--- src/rtl/uirq_pkg.sv ---
package uirq_pkg;
  localparam int N_CAUSE = 4;
  localparam int IER_W   = 4;
  localparam int BYTE_W  = 8;

  // cause index: 0 = overrun, 1 = rx data, 2 = tx empty, 3 = modem
  localparam int C_LINE  = 0;
  localparam int C_RX    = 1;
  localparam int C_TXE   = 2;
  localparam int C_MODEM = 3;

  typedef enum logic [3:0] {
    RSN_MODEM = 4'h0,
    RSN_NONE  = 4'h1,
    RSN_TXE   = 4'h2,
    RSN_LINE  = 4'h6,
    RSN_TMO   = 4'hC
  } rsn_e;

  function automatic rsn_e cause_code(input int idx);
    case (idx)
      C_LINE:  return RSN_LINE;
      C_RX:    return RSN_TMO;
      C_TXE:   return RSN_TXE;
      default: return RSN_MODEM;
    endcase
  endfunction
endpackage

--- src/rtl/uirq_ier_reg.sv ---
module uirq_ier_reg
  import uirq_pkg::*;
(
  input  logic              clk_i,
  input  logic              rst_ni,
  input  logic              wr_i,
  input  logic [BYTE_W-1:0] wdata_i,
  output logic [IER_W-1:0]  ier_o,
  output logic              txe_rise_o
);
  logic [IER_W-1:0] ier_q;

  always_ff @(posedge clk_i or negedge rst_ni) begin
    if (!rst_ni)   ier_q <= '0;
    else if (wr_i) ier_q <= wdata_i[IER_W-1:0];
  end

  assign ier_o      = ier_q;
  assign txe_rise_o = wr_i & wdata_i[1] & ~ier_q[1];

  AST_IER_STORE: assert property (@(posedge clk_i) disable iff (!rst_ni)
    wr_i |=> ier_q == $past(wdata_i[IER_W-1:0]));
  AST_IER_HOLD: assert property (@(posedge clk_i) disable iff (!rst_ni)
    !wr_i |=> $stable(ier_q));
endmodule

--- src/rtl/uirq_txe_flag.sv ---
module uirq_txe_flag (
  input  logic clk_i,
  input  logic rst_ni,
  input  logic set_i,
  input  logic clr_i,
  output logic pend_o
);
  logic pend_q;

  // set beats clear when both land in one cycle
  always_ff @(posedge clk_i or negedge rst_ni) begin
    if (!rst_ni)     pend_q <= 1'b0;
    else if (set_i)  pend_q <= 1'b1;
    else if (clr_i)  pend_q <= 1'b0;
  end

  assign pend_o = pend_q;

  AST_TXE_SET: assert property (@(posedge clk_i) disable iff (!rst_ni)
    set_i |=> pend_q);
  AST_TXE_CLR: assert property (@(posedge clk_i) disable iff (!rst_ni)
    (clr_i && !set_i) |=> !pend_q);
  AST_TXE_KEEP: assert property (@(posedge clk_i) disable iff (!rst_ni)
    (pend_q && !clr_i) |=> pend_q);
endmodule

--- src/rtl/uirq_resolver.sv ---
module uirq_resolver
  import uirq_pkg::*;
(
  input  logic               clk_i,
  input  logic               rst_ni,
  input  logic [N_CAUSE-1:0] raw_i,
  input  logic [N_CAUSE-1:0] en_i,
  output logic [N_CAUSE-1:0] sel_o,
  output rsn_e               rsn_o
);
  logic [N_CAUSE-1:0] act;
  logic               found;

  assign act = raw_i & en_i;

  always_comb begin
    sel_o = '0;
    rsn_o = RSN_NONE;
    found = 1'b0;
    for (int i = 0; i < N_CAUSE; i++) begin
      if (act[i] && !found) begin
        sel_o[i] = 1'b1;
        rsn_o    = cause_code(i);
        found    = 1'b1;
      end
    end
  end

  AST_SEL_ONEHOT: assert property (@(posedge clk_i) disable iff (!rst_ni)
    $onehot0(sel_o));
  AST_LINE_WINS: assert property (@(posedge clk_i) disable iff (!rst_ni)
    (raw_i[C_LINE] && en_i[C_LINE]) |-> rsn_o == RSN_LINE);
  AST_IDLE_NONE: assert property (@(posedge clk_i) disable iff (!rst_ni)
    (act == '0) |-> rsn_o == RSN_NONE);
endmodule

--- src/rtl/uart_irq_prio.sv ---
module uart_irq_prio
  import uirq_pkg::*;
(
  input  logic              clk_i,
  input  logic              rst_ni,
  input  logic              overrun_i,
  input  logic              rx_avail_i,
  input  logic              msr_delta_i,
  input  logic              fifo_mode_i,
  input  logic              data_wr_i,
  input  logic              ier_wr_i,
  input  logic [BYTE_W-1:0] ier_wdata_i,
  input  logic              iir_rd_i,
  output logic [BYTE_W-1:0] ier_o,
  output logic [BYTE_W-1:0] iir_o,
  output logic              irq_o
);
  localparam int PAD_W = BYTE_W - IER_W;

  logic [IER_W-1:0]   ier;
  logic               txe_rise;
  logic               txe_pend;
  logic [N_CAUSE-1:0] raw, en, sel;
  rsn_e               rsn;

  uirq_ier_reg u_ier (
    .clk_i, .rst_ni,
    .wr_i       (ier_wr_i),
    .wdata_i    (ier_wdata_i),
    .ier_o      (ier),
    .txe_rise_o (txe_rise)
  );

  uirq_txe_flag u_txe (
    .clk_i, .rst_ni,
    .set_i  (data_wr_i | txe_rise),
    .clr_i  (iir_rd_i & sel[C_TXE]),
    .pend_o (txe_pend)
  );

  always_comb begin
    raw[C_LINE]  = overrun_i;   en[C_LINE]  = ier[2];
    raw[C_RX]    = rx_avail_i;  en[C_RX]    = ier[0];
    raw[C_TXE]   = txe_pend;    en[C_TXE]   = ier[1];
    raw[C_MODEM] = msr_delta_i; en[C_MODEM] = ier[3];
  end

  uirq_resolver u_res (
    .clk_i, .rst_ni,
    .raw_i (raw),
    .en_i  (en),
    .sel_o (sel),
    .rsn_o (rsn)
  );

  assign ier_o = {{PAD_W{1'b0}}, ier};
  assign iir_o = {{2{fifo_mode_i}}, 2'b00, rsn};
  assign irq_o = (rsn != RSN_NONE);

  AST_IRQ_LEVEL: assert property (@(posedge clk_i) disable iff (!rst_ni)
    irq_o == (iir_o[3:0] != 4'h1));
  AST_IER_UPPER: assert property (@(posedge clk_i) disable iff (!rst_ni)
    ier_wr_i |=> ier_o[BYTE_W-1:IER_W] == '0);
endmodule

--- config.mk ---
export PLATFORM = sky130hd
export DESIGN_NAME = uart_irq_prio
export DESIGN_NICKNAME = d
export VERILOG_FILES = /design/src/rtl/uirq_pkg.sv /design/src/rtl/uirq_ier_reg.sv /design/src/rtl/uirq_txe_flag.sv /design/src/rtl/uirq_resolver.sv /design/src/rtl/uart_irq_prio.sv
export SDC_FILE = /design/constraint.sdc
export NUM_CORES = 1
export LEC_CHECK = 0
export BUFFER_PORTS_ARGS = -buffer_cell sky130_fd_sc_hd__buf_2
export CORE_AREA = 2 2 39 41
export DETAILED_ROUTE_END_ITERATION = 8
export DIE_AREA = 0 0 41 43
export PLACE_DENSITY = 0.67
export SLEW_MARGIN = 20
export SYNTH_ARGS = -nofsm -noshare
export SYNTH_HDL_FRONTEND = slang
export SYNTH_SLANG_ARGS = --single-unit
--- constraint.sdc ---
create_clock -name clk_i -period 1.37 [get_ports clk_i]
set_input_delay 0.137 -clock clk_i [delete_from_list [all_inputs] [get_ports clk_i]]
set_output_delay 0.137 -clock clk_i [all_outputs]
set_load 0.03 [all_outputs]
==> results.cfg, run 1 <==
[clocking]
cts_buffer_depth = 2
cts_tree = done
clk_latency_ns = 0.24
clock-sinks = 5
cts_buffers = 3
htreeDepth = 1
cts_root_buffer = clkbuf_4
clk_pin_slew_ns = 0.04

[power_and_ir_drop]
p_switching_uw = 208.4
power_density_mw_per_mm2 = 1162
p_leak_uw = 0.0002405
p_int_uw = 364.3
swShare = 0.3639
power.total_uw = 572.7
pwr-share-seq = 0.327
p_comb_frac = 0.381
irDropWorstVdd_mv = 0.4872
pwr-share-clk = 0.292

[global_routing]
grt_pass1_wl_um = 1007
grt_overflow = 0
grt_use_met2 = 0.1469
grt_use_met3 = 0.04712
grt_pass1_vias = 281
antenna_found_initial = 0
met1_usage = 0.07190
grt_max_degree = 8
gr-max-usage-layer = met2
grt.total_usage = 0.09082

[setup_path]
cp.arrival_ns = 1.34
start_kind = register
r2r_slack_ns = 0.25
endpoint_kind = output port
cp_max_fo = 3
cp.required_ns = 1.23
worstSetupPathType = register to output port

[logic_synthesis]
seq_area_frac_synth = 0.3861
syn_area_um2 = 324.1
ys_ff_latch = 5
syn_avg_cell_area_um2 = 11.57
ys_types = 14
netlist_instances = 28
yosysWarnings = 0

[detailed_routing]
wl_per_cell_um = 10.40
ant_nets = 0
num_vias = 296
first_pass_iters = 1
drc = 0
vias_per_cell = 4.353
drt-total-wl_um = 707
drt_iter0_markers = 0

[place]
globalplace.congestion = 0.6348
placed_area_um2 = 430.4
dp_hpwl_um = 574.7
port_buffers = 20

[sta]
setup_slack_ns = -0.1105
clock_skew_ns = 0.001765
setup_viol = 2
max_freq_mhz = 675.5
maxSlewViolCount = 0
rsz0062_at_grt = yes
hold_viol = 0
final.period_utilization = 1.081
min_period_ns = 1.480
setup_tns_ns = -0.1301

[cells_and_area]
fin_area_um2 = 493.0
drive_gt1_frac = 0.5577
nets = 70
diodes = 0
syn2layout_area_growth_pct = 52.12
fillers = 152

[floorplan]
coreArea_mm2 = 0.001384
die_w_um = 41
die_height_um = 43
initial_core_util = 0.2342
dieArea_mm2 = 0.001763
ios = 34
placement_rows = 14

[run_status]
violations = negative setup slack
status = complete, but fails checks

[hold_path]
hold_path.class = primary input to register

[flow_run]
max_cap_violations = 0
==> state kept, by name, indices dropped and copies added (netlist names) <==
signal and count:
u_ier.ier_o 4, u_txe.pend_o 1
==> cells in the final DEF, fill, tap and decap left out, drive strengths merged, types with 4 or more instances in the layout <==
cell,synthesis,final
conb,1,6
dfrtp,5,5
mux2,4,4
clkbuf,0,4
buf,8,22
==> metrics by stage <==
stage,std cells,hold slack [ns],utilization,setup slack (ns)
final,68,0.1133,0.3562,-0.1105
after global routing,68,0.1145,0.3562,-0.1661
after CTS,68,0.1061,0.3517,-0.1228
after detailed placement,62,-0.04257,0.3110,0.1169
after global placement,62,-0.04396,0.3110,0.1178
after floorplan,33,-0.1586,-,0.02121
==> final timing paths <==
path / start / endpoint / depth (start not counted)
setup reg to reg: u_ier.ier_o[2] / u_txe.pend_o / 3
hold / removal: ier_wdata_i[3] / u_ier.ier_o[3] / 2
hold reg to reg: u_ier.ier_o[0] / u_ier.ier_o[0] / 1
min in group asynchronous: rst_ni / u_txe.pend_o / 2
setup / recovery: u_ier.ier_o[2] / irq_o / 3
max in group asynchronous: rst_ni / u_ier.ier_o[2] / 2
==> cell usage after synthesis <==
master,n,area share
nand3b_1,1,0.023
a22o_4,1,0.054
a32o_1,1,0.031
a21oi_1,1,0.015
dfrtp_1,5,0.39
mux2_1,4,0.14
conb_1,1,0.012
a221o_1,1,0.031
nand2_1,1,0.012
or3b_1,1,0.027
buf_4,8,0.19
a221oi_1,1,0.027
a211o_1,1,0.027
o211a_1,1,0.031
==> kinds of logic (layout without fill, tap and decap cells) <==
| kind of cell | count (synthesis) | count (layout) | synth area share |
|---|---|---|---|
| muxes | 4 | 4 | 0.1390 |
| and+or+nand+nor | 3 | 3 | 0.06178 |
| DFF | 5 | 5 | 0.3861 |
| buffers and inverters | 8 | 27 | 0.1853 |
| other | 1 | 6 | 0.01157 |
| AOI/OAI and AO/OA | 7 | 7 | 0.2162 |
==> timing repair <==
item | in CTS | in global routing
setup endpoints to repair | 2 | 3
buffers inserted | 1 | 0
pin swaps | 0 | 0
endpoints found under the hold margin | 5 | 0
resized for setup | 4 | 3
hold buffers | 1 | 0
gates cloned | 0 | 0
==> power by group through the flow <==
| stage | combinational [uW] | clock [uW] | sequential, uW |
|---|---|---|---|
| finish | 218 | 167 | 187 |
| global route | 232 | 187 | 190 |
| CTS | 215 | 179 | 188 |
| detailed placement | 196 | 0 | 190 |
| global placement | 194 | 0 | 189 |
| floorplan | 133 | 0 | 212 |
==> routing by layer <==
metal | share of wire | wire length, um | vias to the layer above
li1 | - | - | 141
met1 | 0.33 | 231 | 142
met2 | 0.57 | 404 | 11
met3 | 0.088 | 62 | 2
met4 | 0.013 | 9 | 0
met5 | 0 | 0 | -
==> worst max-delay path: stages, from the launching register on <==
cell and delay, ns:
dfrtp_2 0.40, a22o_4 0.26, a221o_2 0.30, buf_6 0.14
==> layout make-up <==
type,count,area [um^2],share of cell area
flip-flops and latches,5,126.4,0.2563
repair buffers,23,143.9,0.2919
clock buffers,4,26.28,0.05330
well taps,16,20.02,0.04061
multi-input cells,20,176.4,0.3579
Note: power is estimated with default switching activity, not from simulation.
==> run 2: changes to the inputs <==
--- a/config.mk
+++ b/config.mk
@@ -9,7 +9,6 @@
 export CORE_AREA = 2 2 39 41
 export DETAILED_ROUTE_END_ITERATION = 8
 export DIE_AREA = 0 0 41 43
-export PLACE_DENSITY = 0.67
 export SLEW_MARGIN = 20
 export SYNTH_ARGS = -nofsm -noshare
 export SYNTH_HDL_FRONTEND = slang
==> results.cfg, run 2 (synthesis gave the netlist of run 1 again) <==
[run_status]
status = complete, but fails checks
violations = negative setup slack

[floorplan]
dieArea_mm2 = 0.001763
coreArea_mm2 = 0.001384
die_w_um = 41
initial_core_util = 0.2342
die_height_um = 43
ios = 34
placement_rows = 14

[power_and_ir_drop]
p_switching_uw = 204.5
power_density_mw_per_mm2 = 1170
pwr-share-seq = 0.333
p_comb_frac = 0.372
swShare = 0.3647
irDropWorstVdd_mv = 0.4376
p_int_uw = 356.2
pwr-share-clk = 0.295
p_leak_uw = 0.0002337

[setup_path]
r2r_slack_ns = 0.32
cp.required_ns = 1.23
r2r_cells = 2
start_kind = register
cp_max_fo = 4
cp.arrival_ns = 1.36
endpoint_kind = output port
worstSetupPathType = register to output port

[detailed_routing]
wl_per_cell_um = 10.31
vias_per_cell = 4.224
first_pass_iters = 2
drc = 0
drt_iter0_markers = 2
ant_nets = 0
drt-total-wl_um = 691
num_vias = 283

[sta]
max_freq_mhz = 668.6
clock_skew_ns = 0.003435
maxSlewViolCount = 0
setup_slack_ns = -0.1256
rsz0062_at_grt = yes
final.period_utilization = 1.092
min_period_ns = 1.496
hold_viol = 0
setup_viol = 2

[cells_and_area]
largest_register_ffs = 4
drive_gt1_frac = 0.5490
fin_cells = 67
fin_util = 0.3463
fillers = 156
layout_common_cells = 18 x buf_2, 6 x conb_1, 4 x mux2_1, 4 x dfrtp_1, 3 x clkbuf_4
diodes = 0
nets = 69
syn2layout_area_growth_pct = 47.88
final_common_cell = buf_2

[place]
placed_cells = 62
globalplace.congestion = 0.6324
port_buffers = 20
dp_hpwl_um = 584.3

[clocking]
cts_setup_buffers = 0
htreeDepth = 1
cts_tree = done
cts_buffer_depth = 2
clock-sinks = 5
cts_root_buffer = clkbuf_4
clk_pin_slew_ns = 0.04
clk_latency_ns = 0.24
cts_buffers = 3

[global_routing]
grt_pass1_vias = 270
antenna_found_initial = 0
grt_pass1_wl_um = 1090
grt_max_degree = 8
grt.total_usage = 0.09990
grt_overflow = 0

[hold_path]
hold_path.class = primary input to register
hold_depth = 2

[flow_run]
max_cap_violations = 0
## run 2: changes by cell type in the layout (fill, tap and decap cells not counted)
cell   delta
buf_4     -1
buf_6     -1
buf_2     +1
## run 2: metrics by stage
| stage | worst slack (ns) | power, uW | cell area [um^2] | hold WS, ns | setup TNS (ns) |
|---|---|---|---|---|---|
| floorplan | 0.02121 | 345.4 | 362.8 | -0.1586 | 0 |
| global placement | 0.1104 | 384.0 | 430.4 | -0.04767 | 0 |
| detailed placement | 0.1017 | 386.6 | 430.4 | -0.04349 | 0 |
| CTS | -0.1435 | 575.3 | 479.2 | 0.1077 | -0.2059 |
| global route | -0.1676 | 598.8 | 479.2 | 0.1103 | -0.2709 |
| finish | -0.1256 | 560.8 | 479.2 | 0.1172 | -0.1730 |
## run 2: path summary, 6_finish.rpt
check	start	to
setup / recovery	u_ier.ier_o[2]	irq_o
hold / removal	ier_wdata_i[3]	u_ier.ier_o[3]
setup reg to reg	u_ier.ier_o[1]	u_txe.pend_o
hold reg to reg	u_ier.ier_o[0]	u_ier.ier_o[0]
max in group asynchronous	rst_ni	u_ier.ier_o[2]
min in group asynchronous	rst_ni	u_ier.ier_o[1]
## run 2: layer usage
layer	up-vias	GRT usage	share of wire
met4	0	0.1000	0
met5	-	0	0
met2	13	0.1625	0.59
met1	131	0.07190	0.32
li1	139	-	-
met3	0	0.05236	0.090
## run 2: area by class of cell
| cell class | instances | area, um^2 | area share |
|---|---|---|---|
| multi-input cells | 20 | 176.4 | 0.3681 |
| clock buffers | 4 | 26.28 | 0.05483 |
| repair buffers | 22 | 130.1 | 0.2715 |
| flip-flops and latches | 5 | 126.4 | 0.2637 |
| well taps | 16 | 20.02 | 0.04178 |
## run 2: what timing repair did
| item | in CTS | in global routing |
|---|---|---|
| hold buffers | 1 | 0 |
| gates resized for setup | 4 | 0 |
| pin swaps | 0 | 0 |
| gates cloned | 0 | 0 |
| endpoints found under the hold margin | 5 | 0 |
| setup endpoints to repair | 2 | 2 |
## run 2: critical path: stages (launching register included)
cell     delay [ns]
dfrtp_2        0.40
a22o_4         0.27
a221o_2        0.31
buf_6          0.14
## run 2: power groups by stage
stage	Sequential [uW]	Combinational (uW)	Clock [uW]
3_3_place_gp	189	195	0
3_5_place_dp	189	197	0
5_1_grt	192	223	184
6_report	187	208	165
2_1_floorplan	212	133	0
4_1_cts	188	211	177
